==> config.mk <==
export PLATFORM = sky130hd
export DESIGN_NAME = rl_pipe
export DESIGN_NICKNAME = d
export VERILOG_FILES = /design/src/rtl/rlp_pkg.sv /design/src/rtl/rlp_th_gate.sv /design/src/rtl/rlp_xor_cell.sv /design/src/rtl/rlp_cdet.sv /design/src/rtl/rlp_stage.sv /design/src/rtl/rl_pipe.sv
export SDC_FILE = /design/constraint.sdc
export NUM_CORES = 1
export LEC_CHECK = 0
export ABC_CLOCK_PERIOD_IN_PS = 1600
export CAP_MARGIN = 30
export CORE_ASPECT_RATIO = 1.1
export CORE_MARGIN = 8
export CORE_UTILIZATION = 30
export DETAILED_ROUTE_END_ITERATION = 10
export DONT_BUFFER_PORTS = 1
export SYNTH_ARGS = -nofsm -noshare
export SYNTH_HDL_FRONTEND = slang
export SYNTH_SLANG_ARGS = --single-unit
==> constraint.sdc <==
create_clock -name clk -period 1.6 [get_ports clk]
set_input_delay 0.08 -clock clk [delete_from_list [all_inputs] [get_ports clk]]
set_output_delay 0.08 -clock clk [all_outputs]
set_load 0.05 [all_outputs]
==> src/rtl/rlp_pkg.sv <==
package rlp_pkg;

    // one dual-rail bit: t = true rail, f = false rail
    typedef struct packed {
        logic t;
        logic f;
    } rail_t;

    // state held by one self-holding threshold gate
    typedef struct packed {
        logic q;
    } gate_st_t;

    // state held by one completion detector
    typedef struct packed {
        logic done;
    } cdet_st_t;

endpackage

==> src/rtl/rlp_th_gate.sv <==
// Self-holding four-input threshold gate: sets on a&b | c&d, clears only
// when every input is zero, and changes only while en is high.
module rlp_th_gate (
    input  logic clk,
    input  logic rst_n,
    input  logic en,
    input  logic a,
    input  logic b,
    input  logic c,
    input  logic d,
    output logic q
);
    import rlp_pkg::*;

    gate_st_t st_d, st_q;
    logic set_term;
    logic clr_term;

    always_comb begin
        set_term = (a & b) | (c & d);
        clr_term = ~(a | b | c | d);
        st_d     = st_q;
        if (en) begin
            if (set_term)      st_d.q = 1'b1;
            else if (clr_term) st_d.q = 1'b0;
        end
    end

    always_ff @(posedge clk or negedge rst_n) begin
        if (!rst_n) st_q <= '0;
        else        st_q <= st_d;
    end

    assign q = st_q.q;

    // a disabled gate keeps its value whatever its inputs do
    assert_hold_when_off_R5: assert property (@(posedge clk) disable iff (!rst_n)
        !en |=> (q == $past(q)));

    // a set gate never clears while any input is still high
    assert_no_early_clear_R6: assert property (@(posedge clk) disable iff (!rst_n)
        (q && (a | b | c | d)) |=> q);

endmodule

==> src/rtl/rlp_xor_cell.sv <==
// Dual-rail two-input XOR made of two threshold gates sharing one enable.
module rlp_xor_cell (
    input  logic          clk,
    input  logic          rst_n,
    input  logic          en,
    input  rlp_pkg::rail_t x,
    input  rlp_pkg::rail_t y,
    output rlp_pkg::rail_t z
);
    logic z_t;
    logic z_f;

    // true rail: x=1,y=0 or x=0,y=1
    rlp_th_gate u_true (
        .clk(clk), .rst_n(rst_n), .en(en),
        .a(x.t), .b(y.f), .c(x.f), .d(y.t),
        .q(z_t)
    );

    // false rail: x=1,y=1 or x=0,y=0
    rlp_th_gate u_false (
        .clk(clk), .rst_n(rst_n), .en(en),
        .a(x.t), .b(y.t), .c(x.f), .d(y.f),
        .q(z_f)
    );

    assign z.t = z_t;
    assign z.f = z_f;

    // the two rails of a result bit are never both high
    assert_one_rail_R3: assert property (@(posedge clk) disable iff (!rst_n)
        !(z_t && z_f));

endmodule

==> src/rtl/rlp_cdet.sv <==
// Completion detector: a C-element over the per-bit OR of the rails.
module rlp_cdet #(
    parameter int W = 8
) (
    input  logic               clk,
    input  logic               rst_n,
    input  rlp_pkg::rail_t [W-1:0] bits,
    output logic               done
);
    import rlp_pkg::*;

    cdet_st_t   st_d, st_q;
    logic [W-1:0] has_val;
    logic         all_val;
    logic         all_nul;

    always_comb begin
        for (int i = 0; i < W; i++) has_val[i] = bits[i].t | bits[i].f;
        all_val = &has_val;
        all_nul = ~|has_val;
        st_d    = st_q;
        if (all_val)      st_d.done = 1'b1;
        else if (all_nul) st_d.done = 1'b0;
    end

    always_ff @(posedge clk or negedge rst_n) begin
        if (!rst_n) st_q <= '0;
        else        st_q <= st_d;
    end

    assign done = st_q.done;

    // completion rises only after a whole valid word was present
    assert_rise_on_full_R7: assert property (@(posedge clk) disable iff (!rst_n)
        $rose(done) |-> $past(all_val));

    // completion falls only after a whole NULL word was present
    assert_fall_on_null_R7: assert property (@(posedge clk) disable iff (!rst_n)
        $fell(done) |-> $past(all_nul));

endmodule

==> src/rtl/rlp_stage.sv <==
// One pipeline stage: neighbour-XOR row, completion detector, XNOR control.
module rlp_stage #(
    parameter int W = 8
) (
    input  logic                   clk,
    input  logic                   rst_n,
    input  rlp_pkg::rail_t [W-1:0] in_bits,
    input  logic                   ack_next,
    output rlp_pkg::rail_t [W-1:0] out_bits,
    output logic                   done
);
    import rlp_pkg::*;

    logic en;

    // enable is high while completion and downstream acknowledge agree
    assign en = ~(done ^ ack_next);

    for (genvar i = 0; i < W; i++) begin : g_bit
        localparam int NB = (i + 1) % W;
        rlp_xor_cell u_cell (
            .clk(clk), .rst_n(rst_n), .en(en),
            .x(in_bits[i]), .y(in_bits[NB]),
            .z(out_bits[i])
        );
    end

    rlp_cdet #(.W(W)) u_cdet (
        .clk(clk), .rst_n(rst_n),
        .bits(out_bits),
        .done(done)
    );

endmodule

==> src/rtl/rl_pipe.sv <==
// Register-less dual-rail pipeline of NSTAGE neighbour-XOR stages.
module rl_pipe #(
    parameter int W      = 8,
    parameter int NSTAGE = 3
) (
    input  logic         clk,
    input  logic         rst_n,
    input  logic [W-1:0] din_t,
    input  logic [W-1:0] din_f,
    output logic         ack_out,
    output logic [W-1:0] dout_t,
    output logic [W-1:0] dout_f,
    input  logic         ack_in
);
    import rlp_pkg::*;

    localparam int LAST = NSTAGE - 1;

    rail_t [W-1:0] bus [0:NSTAGE];
    logic          stage_done [0:LAST];

    always_comb begin
        for (int i = 0; i < W; i++) begin
            bus[0][i].t = din_t[i];
            bus[0][i].f = din_f[i];
        end
    end

    for (genvar s = 0; s < NSTAGE; s++) begin : g_stage
        logic ack_nx;
        if (s == LAST) begin : g_tail
            assign ack_nx = ack_in;
        end else begin : g_mid
            assign ack_nx = stage_done[s+1];
        end
        rlp_stage #(.W(W)) u_stage (
            .clk(clk), .rst_n(rst_n),
            .in_bits(bus[s]),
            .ack_next(ack_nx),
            .out_bits(bus[s+1]),
            .done(stage_done[s])
        );
    end

    always_comb begin
        for (int i = 0; i < W; i++) begin
            dout_t[i] = bus[NSTAGE][i].t;
            dout_f[i] = bus[NSTAGE][i].f;
        end
    end

    assign ack_out = stage_done[0];

    // no output bit carries both rails high
    assert_out_legal_R3: assert property (@(posedge clk) disable iff (!rst_n)
        (dout_t & dout_f) == '0);

    // with the consumer not acknowledging, a valid output word is held
    assert_out_held_R5: assert property (@(posedge clk) disable iff (!rst_n)
        (((dout_t ^ dout_f) == {W{1'b1}}) && !ack_in) |=>
        ($stable(dout_t) && $stable(dout_f)));

endmodule

==> impl_metrics.env, run 1 <==
export IMPL_clockBufferDepth=2
export IMPL_start_kind="flip-flop"
export IMPL_netlist_area_sq_um=3180
export IMPL_grt_use_total_pct=12.2
export IMPL_via_per_inst=5.25
export IMPL_port_buffers=0
export IMPL_syn_to_final_growth_pct=19.4
export IMPL_status="finished, violations left"
export IMPL_synth_nets=433
export IMPL_wl_um=8410
export IMPL_required_ns=1.77
export IMPL_top_level_ports=36
export IMPL_path_clk_slew_ns=0.07
export IMPL_cts_tree="built"
export IMPL_synth_simple_area_share_pct=22.1
export IMPL_max_freq_mhz=653
export IMPL_synth_edf_count=0
export IMPL_p_leak_nw=1.35
export IMPL_synth_async_reset_ratio_pct=100
export IMPL_synth_top_cell_area_share_pct=40.1
export IMPL_cap_viol_max_count=0
export IMPL_clockPowerShare_pct=39.4
export IMPL_synthFlopType="dfrtp_1"
export IMPL_die_area_sq_um=14200
export IMPL_synth_adder_area_share_pct=0
export IMPL_setup_viol=0
export IMPL_internal_power_mw=2.17
export IMPL_cp_max_fo=22
export IMPL_die_h_um=124
export IMPL_ctsHtreeMaxLevel=2
export IMPL_postRouteAntennaNets=0
export IMPL_drtPass1Iterations=4
export IMPL_insertion_delay_ns=0.29
export IMPL_start_util_pct=30.7
export IMPL_post_cts_buffers=0
export IMPL_path_class="flip-flop to flip-flop"
export IMPL_yosysUniqueCellTypes=34
export IMPL_peakVddDrop_v=0.000453
export IMPL_final_min_clock_period_ns=1.53
export IMPL_violations="negative hold slack"
export IMPL_grt_pass1_vias=2841
export IMPL_routabilityCongestion=0.768
export IMPL_crit_arrival_ns=1.70
export IMPL_synth_top_family_by_area="compound AO/OA/AOI/OAI gates"
export IMPL_pwr_share_comb_pct=13.1
export IMPL_switching_share_pct=25.1
export IMPL_synth_area_top_cells="dfrtp_1, nor2_1, a21oi_1"
export IMPL_seq_power_share_pct=47.5
export IMPL_fin_ws_ns=0.0688
export IMPL_fin_crit_sh_pct=95.7
export IMPL_grt_pass1_wl_um=14100
export IMPL_cp_cell_sequence="xor2_2 -> buf_12 -> or3_1 -> nor3_2 -> nor3_1"
export IMPL_power_density_nw_per_um2=764
export IMPL_hpwl_um=6050
export IMPL_cts_buffers=5
export IMPL_holdWs_ns=-0.00531
export IMPL_dr_total_vias=3010
export IMPL_fp_coreArea_sq_um=10300
export IMPL_synthTopCellsByCount="nor2_1, a21oi_1, dfrtp_1"
export IMPL_pre_cts_slack_ns=0.0309
export IMPL_max_stage_delay_ns=0.47
export IMPL_skew_ns=0.00722
export IMPL_yosys_area_top_type="dfrtp_1"
export IMPL_root_buffer="clkbuf_16"
export IMPL_hold_viol_final=1
export IMPL_drcViolationCount=0
export IMPL_clock_sinks=51
export IMPL_antenna_found_initial=0
export IMPL_num_antenna_cells=0
export IMPL_tns_ns=0
export IMPL_grt_overflow=0
export IMPL_grt_max_degree=52
export IMPL_yosys_warnings=0
export IMPL_ys_ff_latch=51
export IMPL_fin_total_pwr_mw=2.90
export IMPL_wl_per_cell_um=14.7
export IMPL_synthXorXnorAreaFrac_pct=1.34
export IMPL_synth_most_common_cell="nor2_1"
export IMPL_rsz0062_at_grt="false"
export IMPL_synth_compound_area_share_pct=27.4
export IMPL_min_path_type="input port to flip-flop"
export IMPL_endpoint_kind="flip-flop"
export IMPL_synthMuxAreaShare_pct=0
export IMPL_slew_viol_final=0
export IMPL_layout_drive_gt1_share_pct=16.7
export IMPL_ys_seq_area_share_pct=40.1
export IMPL_die_w_um=114
export IMPL_avgSynthCellArea_sq_um=7.68
export IMPL_tightestPinTransition_ns=0.468
export IMPL_nets=448
export IMPL_worst_slew_margin_rel_pct=68.8
export IMPL_p_switching_mw=0.727
export IMPL_cp_slowest_cell="dfrtp_1"
export IMPL_syn_inst=414
export IMPL_dr_first_iter_drc_count=169
export IMPL_core_rowCount=39
-- flip-flops by register name (all words and copies together) (netlist names) --
register,cells
g_stage.u_stage.g_bit.u_cell.u_false.q,24
g_stage.u_stage.u_cdet.done,3
g_stage.u_stage.g_bit.u_cell.u_true.q,24
-- worst paths after layout --
check | startpoint | end | cells past startpoint | slack (ns)
worst min-delay path | din_f[4] | g_stage[0].u_stage.g_bit[3].u_cell.u_false.q | 2 | -0.005
worst max-delay path | g_stage[2].u_stage.u_cdet.done | g_stage[2].u_stage.g_bit[0].u_cell.u_false.q | 5 | 0.07
worst max register to register | g_stage[2].u_stage.u_cdet.done | g_stage[2].u_stage.g_bit[0].u_cell.u_false.q | 5 | 0.07
worst min register to register | g_stage[2].u_stage.g_bit[6].u_cell.u_false.q | g_stage[2].u_stage.g_bit[6].u_cell.u_false.q | 2 | 0.61
max in group asynchronous | rst_n | g_stage[0].u_stage.u_cdet.done | 2 | 1.03
min in group asynchronous | rst_n | g_stage[1].u_stage.g_bit[3].u_cell.u_true.q | 2 | 0.32
-- layout make-up --
| class | instances | area [sq um] |
|---|---|---|
| Sequential cell | 51 | 1280 |
| Tap cell | 143 | 179 |
| Inverter | 7 | 26.3 |
| Timing Repair Buffer | 56 | 488 |
| Clock buffer | 7 | 153 |
| Clock inverter | 1 | 7.51 |
| Multi-Input combinational cell | 308 | 1670 |
| Fill cell | 1083 | 6550 |
-- cells by family (layout without fill, tap and decap cells) --
family                    count (synthesis)  count (layout)
AOI/OAI and AO/OA                       140             140
DFF                                      51              51
and+or+nand+nor                         164             164
buffers and inverters                    55              71
xor gates and xnor gates                  4               4
-- repair_timing --
| action | CTS | global route |
|---|---|---|
| endpoints found under the setup margin | 1 | 11 |
| hold endpoints to repair | 64 | 0 |
| resized for setup | 1 | 7 |
| hold buffers | 10 | 0 |
-- stage by stage --
stage / instance area, sq um / cells / utilization [%]
floorplan: 3180 / 414 / -
global placement: 3470 / 555 / 33.5
detailed placement: 3470 / 555 / 33.5
CTS: 3750 / 573 / 36.3
global route: 3800 / 573 / 36.7
finish: 3800 / 573 / 36.7
-- placed cells by master (no fill, tap or decap), types with 2 or more instances in the layout --
cell	Yosys	routed
buf_12	0	2
nor3_2	0	3
o21ai_0	20	20
nor3_1	13	10
a22o_1	6	6
o22ai_1	3	3
or4_1	2	2
nand3_1	3	3
a22o_2	2	2
nor4_2	0	3
nand4_1	3	3
nand2_1	18	18
nor4_1	8	5
nand2b_1	4	4
a211oi_1	10	10
o21a_1	5	5
o41ai_2	2	2
a22oi_1	4	4
nor2_1	107	107
dlygate4sd3_1	0	9
clkbuf_16	0	5
a21oi_1	58	58
inv_1	7	7
o31ai_1	2	2
o22a_1	9	9
or3_1	3	3
buf_4	18	44
dfrtp_1	51	50
xor2_2	1	3
a31oi_1	18	18
clkbuf_8	0	2
-- power by group through the flow --
| stage | logic (mW) | registers (mW) | clock network [mW] |
|---|---|---|---|
| 2_1_floorplan | 0.253 | 1.39 | 0 |
| 3_3_place_gp | 0.306 | 1.40 | 0 |
| 3_5_place_dp | 0.320 | 1.40 | 0 |
| 4_1_cts | 0.378 | 1.38 | 1.17 |
| 5_1_grt | 0.431 | 1.38 | 1.23 |
| 6_report | 0.381 | 1.38 | 1.14 |
-- critical path: cells and delay by family (launching register included) --
kind / cells / cell delay, ns
simple gates: 3 / 0.55
buf+inv: 1 / 0.17
xor+xnor: 1 / 0.22
flops: 1 / 0.47
-- metal layers --
metal	wire length, um	part of all wire (%)	up-vias	GRT usage (%)
met3	571	6.8	6	4.03
met5	0	0	-	0
met1	4000	48	1446	15.7
met2	3750	45	74	19.6
met4	81	0.96	0	2.41
li1	-	-	1484	-
Note: power is estimated with default switching activity, not from simulation.
==> inputs of run 2 (changes only) <==
Settings changed: CELL_PAD_IN_SITES_DETAIL_PLACEMENT set to 0, CELL_PAD_IN_SITES_GLOBAL_PLACEMENT set to 2, PLACE_DENSITY_LB_ADDON set to 0.1.
==> impl_metrics.env, run 2 (synthesis results as in run 1) <==
export IMPL_fin_crit_sh_pct=96.1
export IMPL_postRouteAntennaNets=0
export IMPL_num_antenna_cells=0
export IMPL_path_clk_slew_ns=0.07
export IMPL_crit_arrival_ns=1.72
export IMPL_final_common_cell="nor2_1"
export IMPL_cp_max_fo=24
export IMPL_rsz0062_at_grt="true"
export IMPL_tightestPinTransition_ns=0.504
export IMPL_syn_to_final_growth_pct=23.1
export IMPL_fin_cells=585
export IMPL_required_ns=1.78
export IMPL_endpoint_kind="flip-flop"
export IMPL_nets=460
export IMPL_finish_utilization_pct=37.8
export IMPL_grt_use_total_pct=13.9
export IMPL_clock_sinks=51
export IMPL_fp_coreArea_sq_um=10300
export IMPL_cts_buffers=5
export IMPL_core_rowCount=39
export IMPL_slew_viol_final=0
export IMPL_max_stage_delay_ns=0.46
export IMPL_min_path_type="input port to flip-flop"
export IMPL_drcViolationCount=0
export IMPL_regArea_sq_um=1280
export IMPL_hpwl_um=6690
export IMPL_start_kind="flip-flop"
export IMPL_ctsHtreeMaxLevel=2
export IMPL_holdWs_ns=-0.00993
export IMPL_grt_overflow=0
export IMPL_setup_viol=0
export IMPL_port_buffers=0
export IMPL_final_min_clock_period_ns=1.54
export IMPL_worst_slew_margin_rel_pct=66.4
export IMPL_peakVddDrop_v=0.000405
export IMPL_grt_pass1_vias=2862
export IMPL_drtPass1Iterations=4
export IMPL_wl_per_cell_um=15.7
export IMPL_root_buffer="clkbuf_16"
export IMPL_path_class="flip-flop to flip-flop"
export IMPL_grt_max_degree=52
export IMPL_power_density_nw_per_um2=814
export IMPL_status="finished, violations left"
export IMPL_top_level_ports=36
export IMPL_p_leak_nw=1.42
export IMPL_hold_viol_final=1
export IMPL_routabilityCongestion=0.721
export IMPL_cp_cell_sequence="xor2_2 -> buf_12 -> or3_1 -> nor3_2 -> nor3_1"
export IMPL_layout_drive_gt1_share_pct=19.0
export IMPL_cap_viol_max_count=0
export IMPL_start_util_pct=30.7
export IMPL_dp_cells=563
export IMPL_dr_first_iter_drc_count=179
export IMPL_clockBufferDepth=2
export IMPL_placed_area_sq_um=3520
export IMPL_antenna_found_initial=0
export IMPL_max_freq_mhz=650
export IMPL_fillers=1105
export IMPL_dr_total_vias=2996
export IMPL_die_area_sq_um=14200
export IMPL_grt_pass1_wl_um=15300
export IMPL_die_w_um=114
export IMPL_path_delay_family="simple AND/OR/NAND/NOR gates"
export IMPL_via_per_inst=5.12
export IMPL_multiInputGateArea_sq_um=1670
export IMPL_layout_common_cells="nor2_1, a21oi_1, buf_4"
export IMPL_skew_ns=0.00704
export IMPL_wl_um=9180
export IMPL_die_h_um=124
export IMPL_path_buf_inv=1
export IMPL_final_area_sq_um=3910
export IMPL_cts_tree="built"
export IMPL_insertion_delay_ns=0.30
export IMPL_violations="negative hold slack"
export IMPL_cp_slowest_cell="dfrtp_1"
==> run 2: changes by cell type in the layout (fill, tap and decap cells not counted), moves of 2 or more <==
cell / previous run / this run
a211oi_2: 0 / 2
clkbuf_8: 2 / 0
dlygate4sd3_1: 9 / 11
nand2b_1: 4 / 2
buf_4: 44 / 55
a211oi_1: 10 / 8
bufinv_16: 0 / 2
==> run 2: path summary, 6_finish.rpt <==
kind | from | endpoint | slack, ns | cells after the start
worst max-delay path | g_stage[1].u_stage.u_cdet.done | g_stage[0].u_stage.g_bit[3].u_cell.u_true.q | 0.06 | 5
worst min-delay path | din_f[4] | g_stage[0].u_stage.g_bit[3].u_cell.u_false.q | -0.01 | 2
worst max register to register | g_stage[1].u_stage.u_cdet.done | g_stage[0].u_stage.g_bit[3].u_cell.u_true.q | 0.06 | 5
worst min register to register | g_stage[2].u_stage.g_bit[6].u_cell.u_true.q | g_stage[2].u_stage.g_bit[6].u_cell.u_true.q | 0.60 | 2
max in group asynchronous | rst_n | g_stage[0].u_stage.u_cdet.done | 1.03 | 2
min in group asynchronous | rst_n | g_stage[2].u_stage.g_bit[6].u_cell.u_false.q | 0.31 | 2
==> run 2: worst reg2reg max path, cell delays in order (launching register included) <==
cell and delay [ns]:
dfrtp_1 0.46, xor2_2 0.22, buf_12 0.17, or3_1 0.34, nor3_2 0.15, nor3_1 0.08
==> run 2: timing repair <==
| action | in CTS | in global routing |
|---|---|---|
| endpoints found under the setup margin | 0 | 25 |
| gates resized for setup | 0 | 10 |
| hold buffers | 12 | 0 |
| buffers inserted | 0 | 2 |
| endpoints found under the hold margin | 66 | 0 |
==> run 2: power breakdown <==
| group | leakage (nW) | switching (mW) | internal (mW) |
|---|---|---|---|
| Clock | 0.0900 | 0.514 | 0.897 |
| Combinational | 0.870 | 0.215 | 0.189 |
| Sequential | 0.463 | 0.0369 | 1.33 |
| Total | 1.42 | 0.767 | 2.42 |
==> run 2: layout make-up <==
type / instances / area share (%)
repair buffers: 68 / 14.6
inverters: 7 / 0.671
well taps: 143 / 4.57
clock buffers: 5 / 3.20
multi-input cells: 308 / 42.6
clock inverters: 3 / 1.73
flip-flops and latches: 51 / 32.7
==> run 2: per-stage QoR <==
stage          setup WS (ns)  TNS, ns  power, mW
2_1_floorplan          0.112        0       1.64
6_report              0.0624        0       3.18
4_1_cts               0.0201        0       3.25
3_3_place_gp          0.0651        0       1.73
3_5_place_dp          0.0398        0       1.73
5_1_grt              -0.0146  -0.0416       3.35
==> run 2: per-layer routing <==
layer | wire, um | vias to the layer above | share of wire [%] | GRT usage, %
met2 | 4370 | 53 | 48 | 23.3
met5 | 0 | - | 0 | 0
met4 | 99 | 0 | 1.1 | 4.00
li1 | - | 1505 | - | -
met3 | 503 | 5 | 5.5 | 3.88
met1 | 4200 | 1433 | 46 | 17.0
